$ cat config.mk
export PLATFORM = sky130hd
export DESIGN_NAME = early_rx_trigger
export DESIGN_NICKNAME = d
export VERILOG_FILES = /design/src/rtl/early_rx_trigger.sv
export SDC_FILE = /design/constraint.sdc
export NUM_CORES = 1
export LEC_CHECK = 0
export BUFFER_PORTS_ARGS = -buffer_cell sky130_fd_sc_hd__buf_2
export CAP_MARGIN = 10
export CORE_ASPECT_RATIO = 2
export CORE_MARGIN = 3
export CORE_UTILIZATION = 50
export DETAILED_ROUTE_END_ITERATION = 16
export PLACE_DENSITY = 0.69
export SLEW_MARGIN = 20
export SYNTH_ARGS = -nofsm -noshare
export SYNTH_HDL_FRONTEND = slang
export SYNTH_SLANG_ARGS = --single-unit
$ cat constraint.sdc
create_clock -name clk -period 5.3 [get_ports clk]
set_input_delay 0.795 -clock clk [delete_from_list [all_inputs] [get_ports clk]]
set_output_delay 0.795 -clock clk [all_outputs]
set_load 0.005 [all_outputs]
$ cat src/rtl/early_rx_trigger.sv
module early_rx_trigger #(
  parameter int LEN_W  = 16,
  parameter int LIM_W  = 12,
  parameter int FRAC_W = 4
) (
  input  logic              clk,
  input  logic              rst_n,
  input  logic [FRAC_W-1:0] frac_sel,
  input  logic              force_count,
  input  logic [LIM_W-1:0]  byte_limit,
  input  logic              hdr_valid,
  input  logic              proto_known,
  input  logic [LEN_W-1:0]  frame_len,
  input  logic              frame_start,
  input  logic              frame_end,
  input  logic              byte_xfer,
  output logic              early_irq
);
  localparam int PROD_W = LEN_W + FRAC_W;

  logic             active, fired, hdr_seen, known_q;
  logic [LEN_W-1:0] len_q, cnt;
  logic [PROD_W-1:0] prod;
  logic [LEN_W-1:0] frac_pt, target, cnt_inc;
  logic             use_frac, enabled, counted, hit;

  assign prod     = len_q * frac_sel;
  assign frac_pt  = prod[PROD_W-1:FRAC_W];
  assign use_frac = !force_count && known_q;
  assign target   = use_frac ? frac_pt : LEN_W'(byte_limit);
  assign enabled  = use_frac ? (frac_sel != '0) : (byte_limit != '0);
  assign counted  = active && byte_xfer && !frame_start;
  assign cnt_inc  = (cnt == '1) ? cnt : cnt + 1'b1;
  assign hit      = counted && !fired && enabled && (cnt_inc >= target);

  always_ff @(posedge clk or negedge rst_n) begin
    if (!rst_n) begin
      active    <= 1'b0;
      fired     <= 1'b0;
      hdr_seen  <= 1'b0;
      known_q   <= 1'b0;
      len_q     <= '0;
      cnt       <= '0;
      early_irq <= 1'b0;
    end else if (frame_start) begin
      active    <= 1'b1;
      fired     <= 1'b0;
      hdr_seen  <= 1'b0;
      known_q   <= 1'b0;
      len_q     <= '0;
      cnt       <= '0;
      early_irq <= 1'b0;
    end else begin
      early_irq <= hit;
      if (hit) fired <= 1'b1;
      if (counted) cnt <= cnt_inc;
      if (active && hdr_valid && !hdr_seen) begin
        hdr_seen <= 1'b1;
        known_q  <= proto_known;
        len_q    <= frame_len;
      end
      if (frame_end) active <= 1'b0;
    end
  end
endmodule


-- After elaboration in Yosys (flattened, before gate mapping)
Index checks and enable logic that the tools add are counted.
- memories: 0
- flip-flop bits (word level): 37
- output and inout bits: 1
- input bits: 40
- latch bits: 0
- bits in read-only memories: 0
- RAM bits: 0
- muxes and demuxes: 16
- add/subtract/negate cells: 1
- eq/ne operators: 1
- bitwise logic cells: 0
- magnitude comparators: 1
- divide/modulo/power cells: 0
- reductions and logical operators: 18
- multipliers: 1
- shifts and indexed selects: 0
- operators with widths (kind ; number):
    16-bit two-way mux ; 6
    16-bit by 4-bit multiplier with 20-bit output ; 1
    16-bit by 1-bit adder with 16-bit output (second input constant) ; 1
    16-bit == test (second input constant) ; 1
    16-bit >= comparator ; 1
    12-bit nonzero test ; 1
    1-bit two-way mux ; 10
    1-bit logical AND ; 8
    2-bit nonzero test ; 4
    1-bit zero test ; 4
    4-bit nonzero test ; 1

-- Depth between registers and ports, before layout
Gate-level depths: netlist of the first run.
- depth after elaboration: 7
- gate-level depth with buffers: 21
- depth with buffers taken out: 19

-- Worst setup path before layout of the first run
Ideal clock, no wire load.
- kind: in2reg
- start point: in frac_sel[3]
- end point: reg fired
- setup slack: 0.109 ns
- library setup time: 0.118 ns
- cell stages on the path: 20
- data required time: 5.182 ns
- arrival: 5.073 ns
- cells stage by stage: clkbuf_1 -> and2_1 -> fa_1 -> inv_1 -> fa_1 -> inv_1 -> ha_1 -> clkbuf_1 -> a21oi_1 -> or2b_1 -> a21oi_1 -> a211oi_1 -> or4b_1 -> and3_1 -> ha_1 -> nand4_1 -> o21ba_2 -> a2111oi_0 -> a21oi_1 -> a21o_1
- longest elaborated chain between the ends: 5
- RTL lines (item ; RTL line ; RTL):
    start: declaration ; 8 ; input logic [FRAC_W-1:0] frac_sel,
    16-bit by 4-bit multiplier with 20-bit output / 4-bit nonzero test (equally long branches) ; 27, 31 ;
    16-bit two-way mux / 1-bit two-way mux (equally long branches) ; 30, 31 ;
    16-bit >= comparator / 1-bit logical AND (equally long branches) ; 34 ; assign hit = counted && !fired && enabled && (cnt_inc >= target);
    1-bit logical AND (*) ; 34 ;
    2-bit nonzero test (no line) (*) ; n/a ;
    end signal: assignment ; 39 ; fired <= 1'b0;
    end signal: assignment ; 47 ; fired <= 1'b0;
    end signal: assignment ; 55 ; if (hit) fired <= 1'b1;
    end: declaration ; 21 ; logic active, fired, hdr_seen, known_q;
Every way passes the cells marked *; elsewhere a longest branch is shown, timed or not.
A chain may end at the register's enable or synchronous reset.

-- Final worst setup path of the first run
Ends and elaborated chain as after synthesis.

==> qor.txt, run 1 <==
Synth Area in XOR/XNOR: 0.06146
Worst Path Class, Setup: in2reg
worst slew pin tran: 848.1 ps
combinational family with the most area after synthesis: simple AND/OR/NAND/NOR gates
dominant cells by area after synthesis: dfrtp_1, fa_1, ha_1, and2_1, inv_1
Place WS: -147.1 ps
Worst Path Arrival: 5270 ps
Placer Congestion: 0.9611
worst path cell trace: buf_2, and2_1, fa_1, inv_1, fa_1, inv_1, ha_1, a21oi_1, o22ai_2, a41o_2, a211oi_2, or4b_1, and3_1, ha_1, nand4_1, o21ba_2, a2111oi_1, a21oi_1, a21o_1
Mapped Area: 4275 um2
postcts setup bufs: 0
layout cells sized above 1: 0.1573
drt pass-1 iters: 4
Die Ht: 136.8 um
Die Area: 9763 um2
post-DP HPWL: 8851 um
number of global-route vias before repair: 4006
Synth Register Bits: 37
Rel. slew slack: 0.4346
# IOs: 41
Final Skew: 6.328 ps
PD cells: 167.1 nW/um2
remaining routing DRC violations: 0
clk_lat worst skew: 290 ps
WL final: 10540 um
mux share of post-synthesis cell area: 0.01727
total CTS buffers: 5
crit path max-delay cell type: fa_1
RSZ-0062 raised after global routing: false
Max Cap Viol: 0
YS warnings: 0
PortBufs: 40
H-tree depth: 2
register area share after synthesis: 0.2166
Worst path max stage delay: 540 ps
routed vias: 3844
# diodes: 0
leakage power: 0.002475 uW
Clock Path Buffers: 2
outcome: finished, final reports clean
Synth Area in Compound Gates: 0.1440
syn_nets: 621
Core Util, Final: 0.5930
total grt overflow: 0
ys async rst share: 1.000
clk sinks: 37
top cell type's share of synthesized area: 0.2166
row count: 47
CP Buf/Inv Count: 3
area leader, netlist: dfrtp_1
post-synth cell types: 51
number of flops mapped to enable cells by yosys: 0
clk root buf: clkbuf_16
TritonCTS clock tree: built
Area growth syn-to-layout: 15.01%
adder-cell share of the synthesized area: 0.2406
die span in x: 71.39 um
Worst VDD drop: 135.8 uV
antenna violations before repair: 0
Crit Path Max Fanout: 15
Detail Route Antenna Nets: 0
fin. max-slew vios: 0
Period minus WS final: 5088 ps
post-route insts no fill: 670
placed insts: 662
Tcrit/Tclk final: 0.9601
Worst EP required: 5480 ps
most used cells in the layout excluding fill and tap cells: inv_1, nand2_1, and2_1, buf_2, ha_1
layout net count: 677
Final setup viols: 0
worst min path class: reg2reg
setup tns final: 0 ps
ys flop type: dfrtp_1
first-pass GRT wire length: 17820 um
critical path endpoint category: flop
largest net degree at the start of global routing: 38
startpoint types: primary input
core outline area: 8292 um2
initial DRC count: 112
WL/cell: 15.74 um
setup ws final: 211.5 ps
Post-Synth Simple-Gate Area: 0.2479
Syn Area/Cell: 8.302 um2
GRT Resource Usage Total: 0.2306
highest clock rate: 196.5 MHz
most common cell after layout, fill and taps aside: inv_1
Fin. Hold Viols: 0
Syn Inst Count: 515
clock-pin slew on the worst setup and hold paths: 60 ps
delay-heaviest family, CP: adder cells
number of vias per cell: 5.737
Starting Density: 0.5156
through the flow:
step,area (um2),power (uW),hold slack [ps]
CTS,4883,829.4,484.7
detailed placement,4737,522.6,470.5
global route,4917,870.1,520.4
floorplan,4275,439.1,454.7
finish,4917,821.9,486.4
global placement,4737,514.4,466.0
cells by family (layout without fill, tap and decap cells):
group,count (synthesis),in the layout
AND/OR/NAND/NOR,207,207
AO/OA/AOI/OAI,88,88
adder cells (fa/ha/maj),66,66
flip-flops,37,37
multiplexers,7,7
buffers and inverters,80,137
XOR/XNOR,30,30
cell usage after synthesis, types with 2 or more instances:
| master | number |
|---|---|
| nand2b_1 | 2 |
| and2_1 | 41 |
| mux2i_1 | 4 |
| o21a_1 | 2 |
| o31ai_1 | 2 |
| a211oi_1 | 3 |
| o211ai_1 | 4 |
| nor4_1 | 4 |
| o21ai_0 | 10 |
| nand3_1 | 15 |
| clkbuf_1 | 17 |
| nand4_1 | 12 |
| and3_1 | 9 |
| buf_4 | 2 |
| a21oi_1 | 27 |
| inv_1 | 60 |
| fa_1 | 27 |
| nand2_1 | 54 |
| nor2_1 | 37 |
| dfrtp_1 | 37 |
| a22o_1 | 18 |
| ha_1 | 39 |
| nor2b_1 | 7 |
| xor2_1 | 11 |
| xnor2_1 | 19 |
| a2111oi_0 | 2 |
| nor3_1 | 14 |
| a21o_1 | 8 |
| mux2_1 | 2 |
| and4_1 | 2 |
| o21bai_1 | 2 |
| nor3b_1 | 3 |
report_power, final:
part | switching [uW] | internal, uW
clock | 128 | 175
sequential | 12.8 | 292
combinational | 121 | 93.1
routing by layer:
| metal | vias up | GRT usage | share of wire |
|---|---|---|---|
| met5 | - | 0 | 0 |
| met4 | 0 | 0.1485 | 0.058 |
| met3 | 46 | 0.02721 | 0.026 |
| met2 | 84 | 0.4549 | 0.58 |
| met1 | 1848 | 0.2112 | 0.34 |
| li1 | 1866 | - | - |
sequential cells by signal (all words and copies together), names as in the netlist:
name and cells:
len_q 16, known_q 1, hdr_seen 1, early_irq 1
cnt 16, fired 1, active 1
final timing paths:
| check | slack [ps] | startpoint | cells past startpoint | endpoint |
|---|---|---|---|---|
| max | 210 | frac_sel[3] | 19 | fired$_DFFE_PN0P_ |
| min | 490 | fired$_DFFE_PN0P_ | 1 | fired$_DFFE_PN0P_ |
| max reg2reg | 470 | len_q[1]$_DFFE_PN0P_ | 18 | fired$_DFFE_PN0P_ |
| min reg2reg | 490 | fired$_DFFE_PN0P_ | 1 | fired$_DFFE_PN0P_ |
| max in group asynchronous | 4150 | rst_n | 1 | len_q[13]$_DFFE_PN0P_ |
| min in group asynchronous | 610 | rst_n | 1 | cnt[0]$_DFFE_PN0P_ |
layout make-up:
class                           count  area (um2)
Clock inverter                      3       21.27
Sequential cell                    37       925.9
Timing Repair Buffer               69       417.9
Multi-Input combinational cell    398        3079
Fill cell                         736        3374
Clock buffer                        5       125.1
Inverter                           60       225.2
Tap cell                           98       122.6
repair_timing:
item	4_1_cts	5_1_grt
resized for setup	0	7
hold buffers	0	0
setup endpoints to repair	0	1
No activity file was read; power rests on OpenSTA's default activity.
==> run 2: changes to the inputs <==
--- a/config.mk
+++ b/config.mk
@@ -12,6 +12,7 @@
 export CORE_UTILIZATION = 50
 export DETAILED_ROUTE_END_ITERATION = 16
 export PLACE_DENSITY = 0.69
+export REMOVE_ABC_BUFFERS = 1
 export SLEW_MARGIN = 20
 export SYNTH_ARGS = -nofsm -noshare
 export SYNTH_HDL_FRONTEND = slang
==> constraint.sdc (replaced) <==
create_clock -name clk -period 4.7 [get_ports clk]
set_input_delay 0.705 -clock clk [delete_from_list [all_inputs] [get_ports clk]]
set_output_delay 0.705 -clock clk [all_outputs]
set_load 0.005 [all_outputs]
==> run 2 against run 1 <==
Net effect: the flow now finishes with violations (setup timing); die area unchanged; worst setup slack got worse by 290 ps; sequential share of layout area down 2.3 points; core utilization increased by 8.3 points; flip-flop and latch count unchanged; final area rose by 14%; clock power is 46% higher; critical path type unchanged; sequential power increased by 12%; power increased by 32%; critical path depth grew 2; routed wire length grew 8.2%; via count rose by 6.1%.
==> qor.txt, run 2 (synthesized netlist as in run 1, its figures left out) <==
register area: 925.9 um2
highest clock rate: 209.2 MHz
outcome: finished with violations
placed cell areas: 4970 um2
Detail Route Antenna Nets: 0
Worst EP required: 4930 ps
Crit Path Max Fanout: 7
antenna violations before repair: 0
remaining routing DRC violations: 0
clk root buf: clkbuf_16
Hold Buf Count CTS: 0
worst slew pin tran: 897.2 ps
clk_lat worst skew: 290 ps
die span in x: 71.39 um
Multi-input gate area: 3353 um2
hold path startpoint: fired$_DFFE_PN0P_
Die Area: 9763 um2
layout cells sized above 1: 0.2834
total CTS buffers: 5
Rel. slew slack: 0.4006
RSZ-0062 raised after global routing: true
GRT Resource Usage Total: 0.2423
R2R cell count: 20
worst hold endpoint: fired$_DFFE_PN0P_
total design power: 1088 uW
initial DRC count: 196
most common cell after layout, fill and taps aside: buf_4
post-DP HPWL: 8692 um
Worst VDD drop: 197.4 uV
worst min path class: reg2reg
PD cells: 194.1 nW/um2
worst reg2reg endpoint: early_irq$_DFF_PN0_
layout net count: 719
Max Cap Viol: 0
worst flop-to-flop path startpoint: len_q[10]$_DFFE_PN0P_
Starting Density: 0.5156
largest net degree at the start of global routing: 38
core outline area: 8292 um2
Final Skew: 5.372 ps
PortBufs: 40
startpoint types: primary input
# diodes: 0
FF-to-FF setup slack: -40 ps
Worst Hold Depth: 1
Placer Congestion: 0.9394
TritonCTS clock tree: built
number of global-route vias before repair: 4294
clk sinks: 37
Core Util, Final: 0.6762
sequential share of power: 0.314
Tcrit/Tclk final: 1.017
Top Registers: cnt (16), len_q (16)
Area growth syn-to-layout: 31.14%
most used cells in the layout excluding fill and tap cells: buf_4, nand2_1, inv_1, dfrtp_1, buf_2
WL/cell: 16.02 um
Critical Path Source: frac_sel[2]
Worst Path Arrival: 5010 ps
clock network power share: 0.407
# IOs: 41
Hold WS: 502.1 ps
Sw Share: 0.2866
first-pass GRT wire length: 18970 um
Post-Layout Inst Area: 5607 um2
critical path endpoint category: flop
Fin. Hold Viols: 0
number of vias per cell: 5.730
Fill cells: 651
setup ws final: -80.57 ps
total grt overflow: 0
leakage power: 0.002742 uW
routed vias: 4080
row count: 47
H-tree depth: 2
Clock Path Buffers: 2
Worst Path Class, Setup: in2reg
Switch Pwr: 312.0 uW
WL final: 11410 um
logic gate share of total power: 0.279
Die Ht: 136.8 um
Period minus WS final: 4781 ps
fin. max-slew vios: 0
drt pass-1 iters: 6
Cell Int Power: 776.5 uW
clock-pin slew on the worst setup and hold paths: 60 ps
Final setup viols: 2
failing checks: setup timing
[run 2: final cells by class]
type,instances,share of cell area
multi-input combinational,398,0.5981
tap,98,0.02187
clock inverter,3,0.01160
sequential,37,0.1651
inverter,60,0.04017
clock buffer,5,0.02232
timing repair buffer,111,0.1408
[run 2: power groups by stage]
stage	Combinational (uW)	Clock, uW	Sequential (uW)
2_1_floorplan	142	0	345
3_3_place_gp	248	0	346
3_5_place_dp	257	0	347
4_1_cts	279	453	341
5_1_grt	340	460	344
6_report	304	443	342
[run 2: timing repair]
item	4_1_cts	5_1_grt
cloned	0	1
pin swaps	22	22
gates resized for setup	43	23
setup endpoints to repair	2	2
setup buffers	5	5
[run 2: worst max-delay path by stage]
stage,end,slack [ps],cells after the start
finish,early_irq$_DFF_PN0_,-80,21
global placement,early_irq$_DFF_PN0_,-550,21
CTS,early_irq$_DFF_PN0_,-10,21
detailed placement,fired$_DFFE_PN0P_,-610,19
floorplan,fired$_DFFE_PN0P_,-240,18
global route,fired$_DFFE_PN0P_,-210,22
[run 2: critical path, cell delays in order]
cell and delay, ps:
buf_12 110, and2_4 130, fa_1 550, inv_2 40, fa_1 550, inv_2 60, ha_4 250, and4_1 200
or2b_1 260, a21oi_2 190, a211oi_4 60, or4b_4 530, and3_4 170, ha_4 260, nand4_1 100, buf_4 170
buf_6 110, nor2_4 60, nand4_1 170, a21oi_2 210, buf_4 120
[run 2: stage by stage]
step	setup TNS, ps	setup slack [ps]	cells
5_1_grt	-403.2	-205.2	712
6_report	-142.5	-80.57	712
2_1_floorplan	-344.7	-238.9	495
3_5_place_dp	-1192	-605.6	693
4_1_cts	-10.16	-10.16	706
3_3_place_gp	-1090	-551.4	693
[run 2: layer usage]
metal	up-vias	part of all wire	GRT usage	wire length [um]
met4	0	0.045	0.1391	519
met5	-	0	0	0
met1	1992	0.34	0.2366	3896
met2	107	0.58	0.4728	6663
li1	1944	-	-	-
met3	37	0.029	0.02500	329
